[src/rtl/irq_collector_pkg.sv]
package irq_collector_pkg;

  localparam int DATA_W = 32;

  typedef enum logic [3:0] {
    SEL_PRI_STAT  = 4'd0,
    SEL_PRI_MASK  = 4'd1,
    SEL_SEC_STAT  = 4'd2,
    SEL_SEC_MASK  = 4'd3,
    SEL_ADDR_LO   = 4'd4,
    SEL_ADDR_HI   = 4'd5,
    SEL_MSI_STAT  = 4'd6,
    SEL_MSI_MASK  = 4'd7,
    SEL_MSI_DATA  = 4'd8,
    SEL_HOST_STAT = 4'd9,
    SEL_HOST_MASK = 4'd10,
    SEL_NONE      = 4'd15
  } regSel_e;

  localparam logic [DATA_W-1:0] PRI_VALID  = 32'h07FF_FFFF;
  localparam logic [DATA_W-1:0] SEC_VALID  = 32'h0000_0030;
  localparam logic [DATA_W-1:0] HOST_VALID = 32'h00FF_F0FB;

  localparam int PRI_ASSERT_LSB   = 16;
  localparam int PRI_DEASSERT_LSB = 20;
  localparam int PRI_MSI_BIT      = 24;
  localparam int SEC_POWER_BIT    = 4;
  localparam int SEC_FLUSH_BIT    = 5;
  localparam int HOST_CORE_BIT    = 16;

  typedef struct packed {
    logic    priClr;
    logic    priMaskWr;
    logic    secClr;
    logic    secMaskWr;
    logic    addrLoWr;
    logic    addrHiWr;
    logic    msiClr;
    logic    msiMaskWr;
    logic    hostClr;
    logic    hostMaskWr;
    logic    msiHit;
    regSel_e rdSel;
  } ctrlStrobes_t;

endpackage

[src/rtl/irq_collector_ctrl.sv]
module irq_collector_ctrl
  import irq_collector_pkg::*;
#(
  parameter int AW = 4
) (
  input  logic          regWrEn,
  input  logic [AW-1:0] regAddr,
  input  logic          msiValid,
  input  logic [63:0]   msiAddr,
  input  logic [63:0]   msiTarget,
  output ctrlStrobes_t  strobes
);

  always_comb begin
    strobes        = '0;
    strobes.rdSel  = SEL_NONE;
    strobes.msiHit = msiValid && (msiAddr == msiTarget);
    case (regAddr)
      AW'(SEL_PRI_STAT):  begin strobes.rdSel = SEL_PRI_STAT;  strobes.priClr     = regWrEn; end
      AW'(SEL_PRI_MASK):  begin strobes.rdSel = SEL_PRI_MASK;  strobes.priMaskWr  = regWrEn; end
      AW'(SEL_SEC_STAT):  begin strobes.rdSel = SEL_SEC_STAT;  strobes.secClr     = regWrEn; end
      AW'(SEL_SEC_MASK):  begin strobes.rdSel = SEL_SEC_MASK;  strobes.secMaskWr  = regWrEn; end
      AW'(SEL_ADDR_LO):   begin strobes.rdSel = SEL_ADDR_LO;   strobes.addrLoWr   = regWrEn; end
      AW'(SEL_ADDR_HI):   begin strobes.rdSel = SEL_ADDR_HI;   strobes.addrHiWr   = regWrEn; end
      AW'(SEL_MSI_STAT):  begin strobes.rdSel = SEL_MSI_STAT;  strobes.msiClr     = regWrEn; end
      AW'(SEL_MSI_MASK):  begin strobes.rdSel = SEL_MSI_MASK;  strobes.msiMaskWr  = regWrEn; end
      AW'(SEL_MSI_DATA):  begin strobes.rdSel = SEL_MSI_DATA; end
      AW'(SEL_HOST_STAT): begin strobes.rdSel = SEL_HOST_STAT; strobes.hostClr    = regWrEn; end
      AW'(SEL_HOST_MASK): begin strobes.rdSel = SEL_HOST_MASK; strobes.hostMaskWr = regWrEn; end
      default:            strobes.rdSel = SEL_NONE;
    endcase
  end

endmodule

[src/rtl/irq_collector_dpath.sv]
module irq_collector_dpath
  import irq_collector_pkg::*;
#(
  parameter int NUM_INTX = 4,
  parameter int NUM_MSI  = 32,
  localparam int MSI_VW  = $clog2(NUM_MSI)
) (
  input  logic                clk,
  input  logic                rst_n,
  input  ctrlStrobes_t        strobes,
  input  logic [DATA_W-1:0]   wrData,
  input  logic [NUM_INTX-1:0] intxAssert,
  input  logic [NUM_INTX-1:0] intxDeassert,
  input  logic [15:0]         msiData,
  input  logic                powerEvent,
  input  logic                flushEvent,
  output logic [63:0]         msiTarget,
  output logic [DATA_W-1:0]   rdData,
  output logic                irqOut,
  output logic [DATA_W-1:0]   priStat,
  output logic [DATA_W-1:0]   priMask,
  output logic [DATA_W-1:0]   secStat,
  output logic [DATA_W-1:0]   secMask,
  output logic [NUM_MSI-1:0]  msiStat,
  output logic [NUM_MSI-1:0]  msiMask,
  output logic                hostCore,
  output logic [DATA_W-1:0]   hostMask
);

  logic [DATA_W-1:0] priSet, secSet, priClrVec, secClrVec, hostStatVec;
  logic [31:0]       targetLo, targetHi;
  logic [7:0]        payload;
  logic [MSI_VW-1:0] msiVec;
  logic              msiPending, coreSet;

  assign msiTarget  = {targetHi, targetLo};
  assign msiVec     = msiData[MSI_VW-1:0];
  assign msiPending = |(msiStat & ~msiMask);
  assign coreSet    = (|(priStat & ~priMask)) || (|(secStat & ~secMask));
  assign priClrVec  = strobes.priClr ? wrData : '0;
  assign secClrVec  = strobes.secClr ? wrData : '0;

  always_comb begin
    priSet = '0;
    priSet[PRI_ASSERT_LSB +: NUM_INTX]   = intxAssert;
    priSet[PRI_DEASSERT_LSB +: NUM_INTX] = intxDeassert;
    priSet[PRI_MSI_BIT]                  = msiPending;
    secSet = '0;
    secSet[SEC_POWER_BIT] = powerEvent;
    secSet[SEC_FLUSH_BIT] = flushEvent;
  end

  // status: the clear applies first, then new events are ORed in, so an event wins
  always_ff @(posedge clk or negedge rst_n) begin
    if (!rst_n) begin
      priStat  <= '0;
      secStat  <= '0;
      hostCore <= 1'b0;
    end else begin
      priStat  <= ((priStat & ~priClrVec) | priSet) & PRI_VALID;
      secStat  <= ((secStat & ~secClrVec) | secSet) & SEC_VALID;
      hostCore <= (hostCore && !(strobes.hostClr && wrData[HOST_CORE_BIT])) || coreSet;
    end
  end

  // one flop per message vector
  for (genvar v = 0; v < NUM_MSI; v++) begin : g_msiVec
    always_ff @(posedge clk or negedge rst_n) begin
      if (!rst_n)
        msiStat[v] <= 1'b0;
      else if (strobes.msiHit && (msiVec == MSI_VW'(v)))
        msiStat[v] <= 1'b1;
      else if (strobes.msiClr && wrData[v])
        msiStat[v] <= 1'b0;
    end
  end

  always_ff @(posedge clk or negedge rst_n) begin
    if (!rst_n) begin
      priMask  <= PRI_VALID;
      secMask  <= SEC_VALID;
      msiMask  <= '1;
      hostMask <= HOST_VALID;
      targetLo <= '0;
      targetHi <= '0;
      payload  <= '0;
    end else begin
      if (strobes.priMaskWr)  priMask  <= wrData & PRI_VALID;
      if (strobes.secMaskWr)  secMask  <= wrData & SEC_VALID;
      if (strobes.msiMaskWr)  msiMask  <= wrData[NUM_MSI-1:0];
      if (strobes.hostMaskWr) hostMask <= wrData & HOST_VALID;
      if (strobes.addrLoWr)   targetLo <= wrData;
      if (strobes.addrHiWr)   targetHi <= wrData;
      if (strobes.msiHit)     payload  <= msiData[7:0];
    end
  end

  always_comb begin
    hostStatVec = '0;
    hostStatVec[HOST_CORE_BIT] = hostCore;
  end

  assign irqOut = |(hostStatVec & ~hostMask & HOST_VALID);

  always_comb begin
    case (strobes.rdSel)
      SEL_PRI_STAT:  rdData = priStat;
      SEL_PRI_MASK:  rdData = priMask;
      SEL_SEC_STAT:  rdData = secStat;
      SEL_SEC_MASK:  rdData = secMask;
      SEL_ADDR_LO:   rdData = targetLo;
      SEL_ADDR_HI:   rdData = targetHi;
      SEL_MSI_STAT:  rdData = DATA_W'(msiStat);
      SEL_MSI_MASK:  rdData = DATA_W'(msiMask);
      SEL_MSI_DATA:  rdData = DATA_W'(payload);
      SEL_HOST_STAT: rdData = hostStatVec;
      SEL_HOST_MASK: rdData = hostMask;
      default:       rdData = '0;
    endcase
  end

endmodule

[src/rtl/pcie_irq_collector.sv]
module pcie_irq_collector
  import irq_collector_pkg::*;
#(
  parameter int REG_AW   = 4,
  parameter int NUM_INTX = 4,
  parameter int NUM_MSI  = 32
) (
  input  logic                clk,
  input  logic                rst_n,
  input  logic [NUM_INTX-1:0] intxAssert,
  input  logic [NUM_INTX-1:0] intxDeassert,
  input  logic                msiValid,
  input  logic [63:0]         msiAddr,
  input  logic [15:0]         msiData,
  input  logic                powerEvent,
  input  logic                flushEvent,
  input  logic                regWrEn,
  input  logic [REG_AW-1:0]   regAddr,
  input  logic [DATA_W-1:0]   regWrData,
  output logic [DATA_W-1:0]   regRdData,
  output logic                irqOut
);

  ctrlStrobes_t       strobes;
  logic [63:0]        msiTarget;
  logic [DATA_W-1:0]  priStat, priMask, secStat, secMask, hostMask;
  logic [NUM_MSI-1:0] msiStat, msiMask;
  logic               hostCore;

  irq_collector_ctrl #(.AW(REG_AW)) u_ctrl (
    .regWrEn   (regWrEn),
    .regAddr   (regAddr),
    .msiValid  (msiValid),
    .msiAddr   (msiAddr),
    .msiTarget (msiTarget),
    .strobes   (strobes)
  );

  irq_collector_dpath #(.NUM_INTX(NUM_INTX), .NUM_MSI(NUM_MSI)) u_dpath (
    .clk          (clk),
    .rst_n        (rst_n),
    .strobes      (strobes),
    .wrData       (regWrData),
    .intxAssert   (intxAssert),
    .intxDeassert (intxDeassert),
    .msiData      (msiData),
    .powerEvent   (powerEvent),
    .flushEvent   (flushEvent),
    .msiTarget    (msiTarget),
    .rdData       (regRdData),
    .irqOut       (irqOut),
    .priStat      (priStat),
    .priMask      (priMask),
    .secStat      (secStat),
    .secMask      (secMask),
    .msiStat      (msiStat),
    .msiMask      (msiMask),
    .hostCore     (hostCore),
    .hostMask     (hostMask)
  );

endmodule

[config.mk]
export PLATFORM = sky130hd
export DESIGN_NAME = pcie_irq_collector
export DESIGN_NICKNAME = d
export VERILOG_FILES = /design/src/rtl/irq_collector_pkg.sv /design/src/rtl/irq_collector_ctrl.sv /design/src/rtl/irq_collector_dpath.sv /design/src/rtl/pcie_irq_collector.sv
export SDC_FILE = /design/constraint.sdc
export NUM_CORES = 1
export LEC_CHECK = 0
export ABC_CLOCK_PERIOD_IN_PS = 4750
export BUFFER_PORTS_ARGS = -buffer_cell sky130_fd_sc_hd__buf_4
export CAP_MARGIN = 20
export CORE_AREA = 4 4 168 170
export CTS_CLUSTER_DIAMETER = 100
export DETAILED_ROUTE_END_ITERATION = 10
export DIE_AREA = 0 0 172 174
export GPL_ROUTABILITY_DRIVEN = 0
export PLACE_DENSITY = 0.68
export SLEW_MARGIN = 20
export SYNTH_ARGS = -nofsm -noshare
export SYNTH_HDL_FRONTEND = slang
export SYNTH_SLANG_ARGS = --single-unit
[constraint.sdc]
create_clock -name clk -period 4.75 [get_ports clk]
set_clock_uncertainty 0.15 [all_clocks]
set_input_delay 0.7125 -clock clk [delete_from_list [all_inputs] [get_ports clk]]
set_output_delay 0.7125 -clock clk [all_outputs]
set_load 0.02 [all_outputs]
==> results.py <==
metrics = {
    "outcome": {
        "run_status": "finished, final reports clean",
    },
    "global_route": {
        "globalRouteOverflowTotal": 0,
        "grt_first_pass_wirelength_mm": 53.5,
        "track_usage_pct": 23.3,
        "grt_max_degree": 118,
        "grt_pass1_vias": 8672,
        "antenna_found_initial": 0,
    },
    "route": {
        "viasPerCell": 5.84,
        "drc": 0,
        "wl_per_cell_um": 24.5,
        "detail-route-antenna-nets": 0,
        "drt_first_pass_iters": 5,
        "vias": 8534,
        "drt_wl_total_mm": 35.9,
        "drt-initial-drc-count": 995,
    },
    "floorplanning": {
        "dieArea_um2": 29900,
        "die-height_um": 174,
        "rows": 60,
        "start_util_pct": 39.7,
        "core_um2": 26700,
        "io_pins": 163,
        "die_w_um": 172,
    },
    "sta": {
        "period_needed_ns": 3.59,
        "layout_worst_path_cycle_share_pct": 75.6,
        "hold_viol_final": 0,
        "setup_ws_ns": 1.16,
        "rsz0062_at_grt": "false",
        "relSlewSlack_pct": 36.6,
        "tns_ns": 0,
        "fmax_mhz": 279,
        "tightest_slew_ns": 0.950,
        "finalMaxSlewViolations": 0,
        "finalSetupViolCount": 0,
    },
    "placement": {
        "pre_cts_ws_ns": 1.21,
        "hpwl_mm": 25.1,
        "port_buffers": 154,
    },
    "min_path": {
        "hold_class": "input pin to asynchronous set/reset pin",
    },
    "power_and_ir_drop": {
        "power.density_nw_per_um2": 418,
        "peakVddDrop_mv": 0.237,
        "power.leakage_nw": 5.59,
    },
    "clocking": {
        "clock_sinks": 214,
        "clk_latency_ns": 0.52,
        "clk_pin_slew_ns": 0.06,
        "ctsRootBufferMaster": "clkbuf_16",
        "numCtsBuffers": 24,
        "cts_hold_buf": 0,
        "htree_levels": 1,
        "cts.repair.resized": 0,
        "clock_path_buffers": 3,
        "cts_tree": "done",
        "cts_setup_buffers": 0,
    },
    "final_layout": {
        "multi_input_area_um2": 4700,
        "ff_latch_area_um2": 5460,
        "drive_above_1_share_pct": 40.2,
        "layout_commonest_cell": "buf_4",
        "final_nets": 1232,
        "mostFrequentLayoutCells": "buf_4 (171), mux2_2 (140), dfrtp_1 (134), nand2_1 (115)",
        "syn2layout_area_growth_pct": 22.4,
        "nFillCells": 2470,
    },
    "yosys": {
        "synth_nets": 1082,
        "synth.top_cell.area_share_pct": 31.6,
        "synth.area.top_cells": "dfrtp_1 (32%), dfstp_2 (20%), mux2_2 (15%)",
        "synthFlopType": "dfrtp_1",
        "synth_area_per_cell_um2": 11.1,
        "yosysWarnings": 0,
        "synth_edf_count": 0,
        "async_flop_share_pct": 100,
        "yosys.area.top_type": "dfrtp_1",
        "synth_cell_types": 50,
        "synth_area_um2": 10600,
        "yosysSeqAreaShare_pct": 51.4,
        "synthCells": 952,
        "synth-seq-cells": 214,
    },
    "worst_setup_path": {
        "worst_path_most_repeated_cell": "buf_4",
        "startpoint_type": "input pin",
        "cp_cell_sequence": "buf_4, nand2b_1, nor2_2, buf_4, a22oi_1, nand3_1, buf_4",
        "cp_max_fo": 25,
        "required_ns": 3.89,
        "worst_ep_arrival_time_ns": 2.73,
        "crit_path_max_incr_delay_ns": 0.51,
        "crit_type": "input pin to primary output",
        "critPathBufInv": 3,
        "slowest_stage": "nor2_2",
        "worstSetupEndpointType": "primary output",
        "cp_top_family": "simple AND/OR/NAND/NOR gates",
        "r2r_setup_slack_ns": 1.81,
    },
    "flow_run": {
        "maxCapViolCount": 0,
    },
}
-- kinds of logic (layout without fill, tap and decap cells) --
logic type	Yosys count	in the layout	share of synthesized area, %
AO/OA/AOI/OAI	200	200	13.2
XOR/XNOR	58	58	4.79
buffers and inverters	116	284	4.40
flip-flops	214	214	51.4
multiplexers	153	153	16.5
other	0	1	0
AND/OR/NAND/NOR	211	211	9.65
-- flip-flops by register name (all words and copies together), names as in the netlist, 2 cells and up --
| signal | cells |
|---|---|
| u_dpath.msiMask | 32 |
| u_dpath.msiStat | 32 |
| u_dpath.targetHi | 32 |
| u_dpath.targetLo | 32 |
| u_dpath.priMask | 27 |
| u_dpath.priStat | 27 |
| u_dpath.hostMask | 19 |
| u_dpath.payload | 8 |
| u_dpath.secMask | 2 |
| u_dpath.secStat | 2 |
-- area by class of cell --
| cell class | instances | area share (%) |
|---|---|---|
| antenna | 1 | 0.0193 |
| clock buffer | 38 | 5.66 |
| clock inverter | 6 | 0.646 |
| inverter | 66 | 1.91 |
| multi-input combinational | 622 | 36.2 |
| sequential | 214 | 42.0 |
| tap | 341 | 3.29 |
| timing repair buffer | 174 | 10.3 |
-- through the flow --
stage               hold slack, ns  instance area, um^2  std cells  total power [mW]  util [%]
floorplan                    0.267                10600        952              3.03         -
global placement             0.334                12200       1417              3.48      45.5
detailed placement           0.346                12200       1417              3.51      45.5
CTS                          0.212                13000       1461              5.43      48.6
global route                 0.226                13000       1461              5.62      48.6
finish                       0.191                13000       1462              5.42      48.6
-- routing by layer --
metal	global-route usage (%)	vias to the layer above	share of wire, %
met5	0	-	0
met2	36.7	444	47
met4	7.66	0	2.9
met3	5.48	65	9.9
met1	31.7	4287	40
li1	-	3738	-
-- cell usage after synthesis, drive strengths merged (3+ instances only) --
library cell  count
a21o             10
a21oi            19
a221oi            6
a222oi           14
a22o              3
a22oi            80
and2              5
buf              22
clkbuf           28
dfrtp           134
dfstp            80
inv              66
mux2            152
nand2           117
nand2b            4
nand3            27
nand4            13
nor2              8
nor2b             7
nor3              8
nor4             19
o21ai            32
o221ai            3
o22ai            24
xnor2             4
xor2             54
-- report_power, final --
group	leakage, nW	total [mW]	switching, mW	internal, mW
Sequential	2.51	2.56	0.301	2.26
Clock	0.404	1.92	0.753	1.17
Combinational	2.68	0.939	0.479	0.460
-- path summary, 6_finish.rpt --
| kind | startpoint | to | cells past startpoint |
|---|---|---|---|
| hold / removal | rst_n | u_dpath.targetLo[9] | 1 |
| setup reg to reg | u_dpath.targetHi[10] | u_dpath.payload[1] | 7 |
| hold reg to reg | u_dpath.msiStat[30] | u_dpath.msiStat[30] | 2 |
| max in group asynchronous | rst_n | u_dpath.msiMask[17] | 2 |
| min in group clk | intxDeassert[2] | u_dpath.priStat[22] | 2 |
| setup / recovery | regAddr[3] | regRdData[11] | 7 |
-- worst register-to-register path, stage by stage (launching register included) --
cell	delay (ns)
dfrtp_1	0.48
xor2_1	0.20
nor4_1	0.55
nand4_1	0.24
nor2_1	0.29
nand4_2	0.20
buf_4	0.34
mux2_4	0.38
(Power assumes the default switching activity.)
